==> src/rtl/mfs_pkg.sv <==
// Shared types for the multi-format serial shifter.
// Assumes word lengths never exceed 255 (nbits field width).
package mfs_pkg;
    typedef enum logic [1:0] {
        FMT_PULSE  = 2'd0,
        FMT_SPI    = 2'd1,
        FMT_CMDRSP = 2'd2,
        FMT_RSVD   = 2'd3
    } fmt_e;

    typedef struct packed {
        fmt_e       fmt;
        logic [7:0] nbits;
        logic       hiz_en;
        logic       tail_hiz;
        logic       end_lvl;
    } cfg_t;
endpackage

==> src/rtl/mfs_tick.sv <==
// Slot timer: counts system cycles within one half serial clock.
// Assumes HALF_DIV >= 2; the counter sits at zero while idle.
module mfs_tick #(
    parameter int HALF_DIV = 2
) (
    input  logic clk,
    input  logic rst_n,
    input  logic run,
    output logic step,
    output logic first
);
    localparam int SUB_W = $clog2(HALF_DIV);
    localparam logic [SUB_W-1:0] SUB_LAST = SUB_W'(HALF_DIV - 1);

    logic [SUB_W-1:0] sub;

    // Advance the sub-slot counter while a frame runs, wrap at slot end.
    always_ff @(posedge clk) begin
        if (!rst_n || !run || sub == SUB_LAST) sub <= '0;
        else                                   sub <= sub + 1'b1;
    end

    assign step  = run && (sub == SUB_LAST);
    assign first = (sub == '0);
endmodule

==> src/rtl/mfs_seq.sv <==
// Frame sequencer: slot counter, transmit and receive shift registers.
// Assumes start only arrives while idle and step only while busy.
module mfs_seq
    import mfs_pkg::*;
#(
    parameter int MAX_BITS = 32,
    parameter int SLOT_W   = 8
) (
    input  logic                clk,
    input  logic                rst_n,
    input  logic                start,
    input  cfg_t                start_cfg,
    input  logic [MAX_BITS-1:0] start_data,
    input  logic                step,
    input  logic                rxd,
    output logic                busy,
    output cfg_t                cfg_q,
    output logic [SLOT_W-1:0]   slot,
    output logic                tx_bit,
    output logic                rx_valid,
    output logic [MAX_BITS-1:0] rx_data
);
    localparam logic [SLOT_W-1:0] K0 = '0;
    localparam logic [SLOT_W-1:0] K1 = SLOT_W'(1);
    localparam logic [SLOT_W-1:0] K2 = SLOT_W'(2);
    localparam logic [SLOT_W-1:0] K3 = SLOT_W'(3);

    logic [MAX_BITS-1:0] shreg, rxsh;
    logic [SLOT_W-1:0]   n2, last, sh_lo, sh_hi, sm_lo, sm_hi;
    logic [7:0]          lsh;
    logic                do_shift, do_samp;

    // Per-format frame length, shift window and sample window in slots.
    always_comb begin
        n2 = SLOT_W'({cfg_q.nbits, 1'b0});
        case (cfg_q.fmt)
            FMT_SPI: begin
                last = n2;            sh_lo = K1; sh_hi = n2 - K3;
                sm_lo = K0;           sm_hi = n2 - K2;
            end
            FMT_CMDRSP: begin
                last = (n2 << 1) + K1; sh_lo = K1; sh_hi = n2 - K3;
                sm_lo = n2 + K2;       sm_hi = n2 << 1;
            end
            default: begin
                last = n2 + K2;       sh_lo = K3; sh_hi = n2 - K1;
                sm_lo = K2;           sm_hi = n2;
            end
        endcase
    end

    assign do_shift = step && slot[0]  && slot >= sh_lo && slot <= sh_hi;
    assign do_samp  = step && !slot[0] && slot >= sm_lo && slot <= sm_hi;
    assign lsh      = 8'(MAX_BITS) - start_cfg.nbits;
    assign tx_bit   = shreg[MAX_BITS-1];

    // Load a word, step through slots, shift data, deliver the result.
    always_ff @(posedge clk) begin
        if (!rst_n) begin
            busy     <= 1'b0;
            slot     <= '0;
            cfg_q    <= '0;
            shreg    <= '0;
            rxsh     <= '0;
            rx_valid <= 1'b0;
            rx_data  <= '0;
        end else begin
            rx_valid <= 1'b0;
            if (start) begin
                busy  <= 1'b1;
                slot  <= '0;
                cfg_q <= start_cfg;
                shreg <= start_data << lsh;
                rxsh  <= '0;
            end else if (step) begin
                if (slot == last) begin
                    busy     <= 1'b0;
                    slot     <= '0;
                    rx_valid <= 1'b1;
                    rx_data  <= rxsh;
                end else begin
                    slot <= slot + K1;
                end
                if (do_shift) shreg <= shreg << 1;
                if (do_samp)  rxsh  <= {rxsh[MAX_BITS-2:0], rxd};
            end
        end
    end
endmodule

==> src/rtl/mfs_pins.sv <==
// Pin decoder: serial clock, frame/select, data value and pad enable
// from the current slot. Assumes slot never exceeds the frame length.
module mfs_pins
    import mfs_pkg::*;
#(
    parameter int SLOT_W = 8
) (
    input  logic              busy,
    input  cfg_t              cfg,
    input  logic [SLOT_W-1:0] slot,
    input  logic              first,
    input  logic              tx_bit,
    input  fmt_e              live_fmt,
    input  logic              live_hiz,
    output logic              sclk,
    output logic              frm,
    output logic              txd,
    output logic              oe
);
    localparam logic [SLOT_W-1:0] K1 = SLOT_W'(1);
    localparam logic [SLOT_W-1:0] K2 = SLOT_W'(2);

    logic [SLOT_W-1:0] n2;
    assign n2 = SLOT_W'({cfg.nbits, 1'b0});

    // Decode all four pins for idle and for each framing.
    always_comb begin
        sclk = 1'b0;
        frm  = (live_fmt == FMT_SPI) || (live_fmt == FMT_CMDRSP);
        txd  = 1'b0;
        oe   = !live_hiz;
        if (busy) begin
            case (cfg.fmt)
                FMT_SPI: begin
                    sclk = slot[0];
                    frm  = 1'b0;
                    txd  = (slot == n2) ? cfg.end_lvl : tx_bit;
                    oe   = 1'b1;
                end
                FMT_CMDRSP: begin
                    sclk = slot[0];
                    frm  = 1'b0;
                    txd  = (slot < n2) ? tx_bit : 1'b0;
                    oe   = !cfg.hiz_en || (slot < n2 - K1)
                           || (slot == n2 - K1 && first);
                end
                default: begin
                    sclk = !slot[0];
                    frm  = (slot < K2);
                    txd  = (slot >= K2) ? tx_bit : 1'b0;
                    oe   = !cfg.hiz_en || (slot >= K2 &&
                           (slot <= n2 + K1 || cfg.tail_hiz));
                end
            endcase
        end
    end
endmodule

==> src/rtl/mfs_shifter.sv <==
// Top of the multi-format serial shifter: handshake, length clamp and
// wiring of timer, sequencer and pin decoder.
// Assumes configuration inputs are static while a frame runs.
module mfs_shifter
    import mfs_pkg::*;
#(
    parameter int MAX_BITS = 32,
    parameter int HALF_DIV = 2,
    localparam int LEN_W   = $clog2(MAX_BITS + 1)
) (
    input  logic                clk,
    input  logic                rst_n,
    input  logic                tx_valid,
    input  logic [MAX_BITS-1:0] tx_data,
    output logic                tx_ready,
    input  logic [1:0]          fmt,
    input  logic [LEN_W-1:0]    word_len,
    input  logic                tx_hiz_en,
    input  logic                last_hiz,
    input  logic                end_level,
    output logic                sclk_o,
    output logic                frm_o,
    output logic                txd_o,
    output logic                txd_oe,
    input  logic                rxd_i,
    output logic                rx_valid,
    output logic [MAX_BITS-1:0] rx_data
);
    localparam int SLOT_W = $clog2(4 * MAX_BITS + 2);

    logic              busy, step, first, start, tx_bit;
    logic [SLOT_W-1:0] slot;
    cfg_t              cfg_in, cfg_q;
    logic [7:0]        nb_eff;

    // Clamp the requested word length into the supported range.
    always_comb begin
        if (word_len < LEN_W'(4))             nb_eff = 8'd4;
        else if (word_len > LEN_W'(MAX_BITS)) nb_eff = 8'(MAX_BITS);
        else                                  nb_eff = 8'(word_len);
    end

    assign cfg_in   = '{fmt: fmt_e'(fmt), nbits: nb_eff, hiz_en: tx_hiz_en,
                        tail_hiz: last_hiz, end_lvl: end_level};
    assign tx_ready = !busy;
    assign start    = tx_valid && !busy;

    mfs_tick #(.HALF_DIV(HALF_DIV)) u_tick (
        .clk(clk), .rst_n(rst_n), .run(busy), .step(step), .first(first)
    );

    mfs_seq #(.MAX_BITS(MAX_BITS), .SLOT_W(SLOT_W)) u_seq (
        .clk(clk), .rst_n(rst_n), .start(start), .start_cfg(cfg_in),
        .start_data(tx_data), .step(step), .rxd(rxd_i), .busy(busy),
        .cfg_q(cfg_q), .slot(slot), .tx_bit(tx_bit),
        .rx_valid(rx_valid), .rx_data(rx_data)
    );

    mfs_pins #(.SLOT_W(SLOT_W)) u_pins (
        .busy(busy), .cfg(cfg_q), .slot(slot), .first(first),
        .tx_bit(tx_bit), .live_fmt(fmt_e'(fmt)), .live_hiz(tx_hiz_en),
        .sclk(sclk_o), .frm(frm_o), .txd(txd_o), .oe(txd_oe)
    );
endmodule

==> config.mk <==
export PLATFORM = sky130hd
export DESIGN_NAME = mfs_shifter
export DESIGN_NICKNAME = d
export VERILOG_FILES = /design/src/rtl/mfs_pkg.sv /design/src/rtl/mfs_tick.sv /design/src/rtl/mfs_seq.sv /design/src/rtl/mfs_pins.sv /design/src/rtl/mfs_shifter.sv
export SDC_FILE = /design/constraint.sdc
export NUM_CORES = 1
export LEC_CHECK = 0
export BUFFER_PORTS_ARGS = -buffer_cell sky130_fd_sc_hd__buf_4
export CORE_MARGIN = 1
export CORE_UTILIZATION = 45
export CTS_BUF_LIST = sky130_fd_sc_hd__clkbuf_4
export DETAILED_ROUTE_END_ITERATION = 8
export PLACE_DENSITY_LB_ADDON = 0.2
export SETUP_SLACK_MARGIN = 0.5
export SLEW_MARGIN = 25
export SYNTH_ARGS = -nofsm -noshare
export SYNTH_HDL_FRONTEND = slang
export SYNTH_HIERARCHICAL = 1
export SYNTH_SLANG_ARGS = --single-unit
==> constraint.sdc <==
create_clock -name clk -period 12.8 [get_ports clk]
set_input_delay 1.92 -clock clk [delete_from_list [all_inputs] [get_ports clk]]
set_output_delay 1.92 -clock clk [all_outputs]
set_load 0.02 [all_outputs]
; ---- Yosys cells after proc, flatten, opt, wreduce, memory -nomap -nowiden
; Cells that the tools add are included.
[word_totals]
register_bits = 118
out_inout_bits = 38
word_cells = 102
[classes]
n_addsub = 9
order_cmp = 11
n_eq_ne = 7
n_shift = 1
muxes = 26
bitwise = 4
reduce_logical = 32
[op_table]
columns = operator, count
row1 = $mux W32, 3
row2 = $pmux W8 S2, 3
row3 = $shl A32 B8 Y32, 1
row4 = $le A8 B8 Y1, 3
row5 = $add A8 B1 Y8 const B, 2
row6 = $eq A8 B8 Y1, 2
row7 = $mux W8, 2
row8 = $sub A7 B2 Y8 const B, 2
row9 = $mux W1, 13
row10 = $mux W6, 2
row11 = $logic_and A1 B1 Y1, 10
row12 = $add A7 B1 Y8 const B, 1
row13 = $add A7 B2 Y8 const B, 1
row14 = $eq A8 B7 Y1, 1
row15 = $ge A8 B2 Y1, 1
row16 = $ge A8 B2 Y1 const B, 1
row17 = $ge A8 B8 Y1, 1
row18 = $lt A8 B2 Y1 const B, 1
row19 = $lt A8 B7 Y1, 1
row20 = $lt A8 B8 Y1, 1
row21 = $sub A7 B1 Y8 const B, 1
row22 = $logic_or A1 B1 Y1, 7
row23 = $sub A6 B6 Y7 const A, 1
row24 = $gt A6 B6 Y1 const B, 1
row25 = 13 further kinds, 28

; ---- Depth between registers and ports, before layout
; Gate-level depths: netlist (run 1).
[logic_depth]
word_depth = 9
depth_mapped = 19
ltp_nobuf = 15

; ---- Hierarchy
; The synthesis (run 1) kept the hierarchy.
[by_module_without_submodules]
columns = module, instances, cells_each, area_each_um2, seq_area_each_um2
row1 = mfs_seq, 1, 974, 8006.4, 2382.3
row2 = mfs_pins, 1, 85, 645.6, 0.0
row3 = mfs_shifter, 1, 11, 63.8, 0.0
row4 = mfs_tick, 1, 4, 40.0, 20.0

; ---- Worst setup path before layout (run 1)
; OpenSTA, ideal clock, no wires.
[synth_path]
path_type = input to register
startpoint = in word_len[4]
endpoint = reg u_seq.shreg[31]
setup_time_ns = 0.118
arrival_ns = 5.229
t_required_ns = 12.682
path_slack_ns = 7.454
stages = 16
path_buffers = 6
path_cell_list = nor3_1 -> nor3b_1 -> clkbuf_1 -> buf_2 -> inv_2 -> buf_1 -> ha_1 -> clkbuf_1 -> buf_2 -> buf_2 -> mux2i_1 -> mux2i_1 -> mux4_2 -> nand2_1 -> o221ai_1 -> o2111a_1
[synth_via]
elab_chain_cells = 6
elab_cells_between_ends = 7
cone_classes = add/sub: 1 / order compare: 2 / shift: 1 / mux: 3
[synth_rtl]
columns = item, line
row1 = start: declaration, mfs_shifter.sv:17  ; input logic [LEN_W-1:0] word_len,
row2 = $gt A6 B6 Y1, mfs_shifter.sv:39  ; else if (word_len > LEN_W'(MAX_BITS)) nb_eff = 8'(MAX_BITS);
row3 = $mux W6, mfs_shifter.sv:39
row4 = $mux W6 *, mfs_shifter.sv:38  ; if (word_len < LEN_W'(4)) nb_eff = 8'd4;
row5 = named net nb_eff[0], mfs_shifter.sv:34  ; logic [7:0] nb_eff;
row6 = $sub A6 B6 Y7 *, mfs_seq.sv:54  ; assign lsh = 8'(MAX_BITS) - start_cfg.nbits;
row7 = $shl A32 B8 Y32 *, mfs_seq.sv:73  ; shreg <= start_data << lsh;
row8 = $mux W32 *, mfs_seq.sv:69  ; if (start) begin
row9 = end signal: assignment, mfs_seq.sv:73
row10 = end signal: assignment, mfs_seq.sv:84  ; if (do_shift) shreg <= shreg << 1;
row11 = end: declaration, mfs_seq.sv:28  ; logic [MAX_BITS-1:0] shreg, rxsh;
; Mark *: on every way through the listed nets, which the timed path passes. The rest lies on a longest branch.
; A chain may end at the register's enable or synchronous reset.

; ---- Worst setup path after layout (run 1)
[layout_path]
startpoint = in word_len[4]
endpoint = reg u_seq.shreg[4]
; Same word-level chain as after synthesis.

==> results of run 1 <==
## worst max-delay path, delay by kind of cell
family / cells / cell delay, ps
buffers and inverters: 3 / 740
and+or+nand+nor: 4 / 1370
AOI/OAI and AO/OA: 5 / 1330
adders and majority gates: 1 / 440
## registers in the layout, indices dropped and copies added, names as in the netlist
signal          count
u_seq/rx_data      32
u_seq/busy          1
u_tick/sub          1
u_seq/rx_valid      1
u_seq/cfg_q        12
u_seq/shreg        32
u_seq/slot          8
u_seq/rxsh         32
## worst paths after layout
check	from	to	depth (start not counted)
worst max-delay path	word_len[4]	u_seq/shreg[4]$_SDFFE_PN0P_	13
worst min-delay path	u_seq/rxsh[1]$_SDFFE_PP0P_	u_seq/rx_data[1]$_SDFFE_PN0P_	2
worst max register to register	u_seq/cfg_q[11]$_SDFFE_PN0P_	u_seq/rx_data[6]$_SDFFE_PN0P_	9
worst min register to register	u_seq/rxsh[1]$_SDFFE_PP0P_	u_seq/rx_data[1]$_SDFFE_PN0P_	2
## area by class of cell
| cell class | instances | area [um^2] |
|---|---|---|
| Clock buffer | 19 | 143 |
| Clock inverter | 11 | 133 |
| Fill cell | 1860 | 9040 |
| Inverter | 34 | 128 |
| Multi-Input combinational cell | 848 | 5930 |
| Sequential cell | 119 | 2380 |
| Tap cell | 260 | 325 |
| Timing Repair Buffer | 99 | 743 |
## through the flow
stage	setup WS (ps)	utilization	std cells	instance area [um^2]
finish	7450	0.520	1390	9790
global route	7180	0.520	1390	9790
CTS	7600	0.519	1390	9770
detailed placement	7020	0.504	1360	9500
global placement	7130	0.504	1360	9500
floorplan	7450	-	1081	8760
## power by group through the flow
stage	combinational, W	sequential, W	clock (W)
floorplan	0.000197	0.000395	0
global placement	0.000269	0.000399	0
detailed placement	0.000270	0.000399	0
CTS	0.000271	0.000391	0.000287
global route	0.000299	0.000393	0.000302
finish	0.000274	0.000391	0.000280
## routing by layer
layer / routed length (um) / part of all wire / vias to the layer above
met4: 361 / 0.016 / 0
met5: 0 / 0 / -
met2: 11100 / 0.48 / 215
met1: 10500 / 0.46 / 3763
li1: - / - / 3932
met3: 1030 / 0.045 / 35
==> flow_summary.ini, run 1 <==
[status]
status = finished, final reports clean

[global_route]
antenna_found_initial = 0
track_usage = 0.235
globalRouteOverflowTotal = 0
gr-max-usage-layer = met2
use_met3 = 0.0391
grt_max_degree = 70
grt_pass1_vias = 7507
grt.met1_usage = 0.307
use_met2 = 0.397
grt_pass1_wl_mm = 37.8

[finish]
num_antenna_cells = 0
fin_nets = 1215
synthToLayoutAreaGrowth_pct = 12.2
final_cell_mix = 173 x nand2_1, 119 x dfxtp_1, 114 x mux2i_1
final_common_cell = nand2_1
drive_gt1_frac = 0.154

[clock_network]
ctsRootBufferMaster = clkbuf_4
cts.sink_count = 119
clock_latency_ps = 530
cts.htree.levels = 4
cts_hold_buffers = 0
numCtsBuffers = 17
cts_setup_buffers = 0
cts_resized = 0
cts.clk_slew.worst_paths_ps = 110
cts_tree = yes
cts_buffer_depth = 2

[pwr]
peakVddDrop_mv = 0.0527
power_leakage_nw = 3.84
seqPwrFrac = 0.414
power_switching_w = 0.000320
power.internal_w = 0.000625
total_power_w = 0.000944
netSwitchingFraction = 0.339
clkPwrFrac = 0.296
pwr_density_cell_nw_per_um2 = 96.5
combPwrFrac = 0.290

[setup_path]
critical_path.slowest_cell = or3b_1
slowest_delay_ps = 530
worst_setup_path_start_kind = input pin
path_max_fanout = 45
crit_type = input pin to flip-flop
critPathRequiredTime_ps = 13270
rrSetupSlack_ps = 8140
cp.arrival_ps = 5810
crit_path_end_kind = flip-flop
path_cells = buf_4, nor3_1, nor3b_2, buf_4, inv_2, ha_1, or3b_1, o41ai_1, a32o_1, nand2b_1, a211oi_1, a21oi_1, a21oi_1

[timing]
period_needed_ps = 5350
setup_viol = 0
hold_viol_final = 0
rsz0062_at_grt = false
clock.fmax_mhz = 187
tightest_slew_ps = 1000
holdWs_ps = 454
fin_crit_sh = 0.418
final_max_slew_viol_count = 0
fin_tns_setup_ps = 0
slew_headroom = 0.332
clock_skew_ps = 25.4

[placement]
port_buffers = 84
dp_hpwl_mm = 15.8
gp_congestion = 0.888

[worst_hold_path]
hold_path.class = flip-flop to flip-flop

[floorplan]
initial_utilization = 0.463
die-width_um = 141
io_pins = 85
core.rowCount = 50
die_area_um2 = 19900
coreArea_um2 = 18800
die_h_um = 141

[logic_synthesis]
synthCells = 1071
syn_area_um2 = 8720
syn_avg_cell_area_um2 = 8.14
yosys_warnings = 6

[detailed_routing]
ant_nets = 0
drt_iter0_markers = 631
via_count = 7945
drt-pass1-iter-count = 5
viasPerCell = 5.72
routed_wl_mm = 23.0
route.detailed.drc = 0
routedWlPerCell_um = 16.5

[job]
max-cap-violations = 0
No activity file was read; power rests on OpenSTA's default activity.
==> run 2: changes to the inputs <==
==> constraint.sdc (replaced) <==
create_clock -name clk -period 4.88 [get_ports clk]
set_input_delay 0.732 -clock clk [delete_from_list [all_inputs] [get_ports clk]]
set_output_delay 0.732 -clock clk [all_outputs]
set_load 0.02 [all_outputs]
==> run 2 against run 1 <==
Net effect: sequential share of layout area down 0.071 points; critical path depth down 1; die area stayed put; worst setup slack got worse by 6600 ps; first-iteration DRC count up 2.7%; register-to-register slack worse by 7300 ps; worst hold slack got worse by 5.7 ps; sequential cell count is the same; final cell count grew 0.58%; via count rose by 0.63%; sequential power grew to 2.6 times the previous value; combinational power rose to 2.6 times the previous value; largest power group unchanged; highest routed layer unchanged.
==> flow_summary.ini, run 2 (synthesis results as in run 1) <==
[status]
status = finished, final reports clean

[detailed_routing]
via_count = 7995
ant_nets = 0
routedWlPerCell_um = 16.3
drt_iter0_markers = 648
viasPerCell = 5.72
routed_wl_mm = 22.8
drt-pass1-iter-count = 5
route.detailed.drc = 0

[clock_network]
cts_hold_buffers = 0
cts_tree = yes
clock_latency_ps = 550
cts_setup_buffers = 0
cts.sink_count = 119
cts_buffer_depth = 2
ctsRootBufferMaster = clkbuf_4
cts.htree.levels = 4
cts.clk_slew.worst_paths_ps = 130
cts_resized = 0
numCtsBuffers = 17

[timing]
hold_viol_final = 0
fin_tns_setup_ps = 0
period_needed_ps = 4030
slew_headroom = 0.407
rsz0062_at_grt = false
clock.fmax_mhz = 248
fin_crit_sh = 0.826
clock_skew_ps = 33.6
final_max_slew_viol_count = 0
setup_viol = 0
holdWs_ps = 449
tightest_slew_ps = 888

[setup_path]
path_cells = inv_1, ha_1, nor2b_1, a21o_1, a222oi_1, ha_1, o21ai_0, a21oi_1, or3_1, a221oi_4, buf_4, mux2i_1
worst_setup_path_start_kind = flip-flop
slowest_delay_ps = 610
cp.arrival_ps = 4490
crit_path_frequent_cell = ha_1
critical_path.slowest_cell = ha_1
critPathRequiredTime_ps = 5340
crit_type = flip-flop to flip-flop
worstRegToRegCells = 12
path_max_fanout = 32
crit_path_end_kind = flip-flop

[placement]
port_buffers = 84
gp_congestion = 0.914
dp_hpwl_mm = 16.3

[global_route]
antenna_found_initial = 0
track_usage = 0.236
globalRouteOverflowTotal = 0
grt_max_degree = 79
grt_pass1_vias = 7601
grt_pass1_wl_mm = 37.7

[pwr]
peakVddDrop_mv = 0.144
pwr_density_cell_nw_per_um2 = 247
power_leakage_nw = 3.87
total_power_w = 0.00243

[floorplan]
coreArea_um2 = 18800
initial_utilization = 0.463
die_area_um2 = 19900
core.rowCount = 50
io_pins = 85
die-width_um = 141
die_h_um = 141

[worst_hold_path]
hold_path.class = input pin to flip-flop
hold_path_depth = 3

[finish]
fin_nets = 1222
reg_top3 = u_seq/rx_data x32, u_seq/rxsh x32, u_seq/shreg x32
drive_gt1_frac = 0.156
final_common_cell = nand2_1
synthToLayoutAreaGrowth_pct = 12.6
final_cell_mix = 174 x nand2_1, 119 x dfxtp_1, 114 x mux2i_1
num_antenna_cells = 0

[job]
max-cap-violations = 0
==> run 2: changes by cell type in the layout (fill, tap and decap cells not counted), sizes merged <==
cell | previous run | this run
inv | 34 | 33
clkinv | 7 | 11
bufinv | 3 | 2
clkinvlp | 1 | 0
buf | 99 | 106
==> run 2: critical path, delay by kind of cell (launching register included) <==
family          cells  cell delay [ps]
fa+ha+maj           2              930
mux                 1              240
compound gates      5             1070
simple gates        2              690
buf+inv             2              550
flops               1              430
==> run 2: where the power goes <==
group          switching, W  internal [W]  leakage [nW]
logic              0.000429      0.000290          2.76
registers         0.0000299      0.000999         0.966
clock network      0.000377      0.000303         0.143
==> run 2: stage by stage <==
stage	utilization	setup slack [ps]	area (um^2)	instances
2_1_floorplan	-	722	8760	1081
3_3_place_gp	0.508	812	9560	1367
3_5_place_dp	0.508	723	9560	1367
4_1_cts	0.521	915	9820	1398
5_1_grt	0.521	568	9820	1398
6_report	0.521	849	9820	1398
==> run 2: path summary, 6_finish.rpt <==
kind / from / end / slack (ps)
max: u_seq/cfg_q[11]$_SDFFE_PN0P_ / u_seq/rxsh[6]$_SDFFE_PP0P_ / 850
min: fmt[1] / u_seq/cfg_q[12]$_SDFFE_PN0P_ / 450
max reg2reg: u_seq/cfg_q[11]$_SDFFE_PN0P_ / u_seq/rxsh[6]$_SDFFE_PP0P_ / 850
min reg2reg: u_seq/rxsh[24]$_SDFFE_PP0P_ / u_seq/rx_data[24]$_SDFFE_PN0P_ / 460
==> run 2: cell type report <==
class                      instances  area, um^2
clock buffer                      19         143
inverter                          34         128
multi-input combinational        848        5920
sequential                       119        2380
clock inverter                    12         111
timing repair buffer             106         808
tap                              260         325
fill                            1818        9010
==> run 2: metal layers <==
layer / up-vias / wire length (um) / global-route usage / part of all wire
li1: 3957 / - / - / -
met1: 3778 / 10400 / 0.307 / 0.46
met2: 219 / 10800 / 0.388 / 0.47
met3: 41 / 1060 / 0.0448 / 0.046
met4: 0 / 519 / 0.0847 / 0.023
met5: - / 0 / 0 / 0
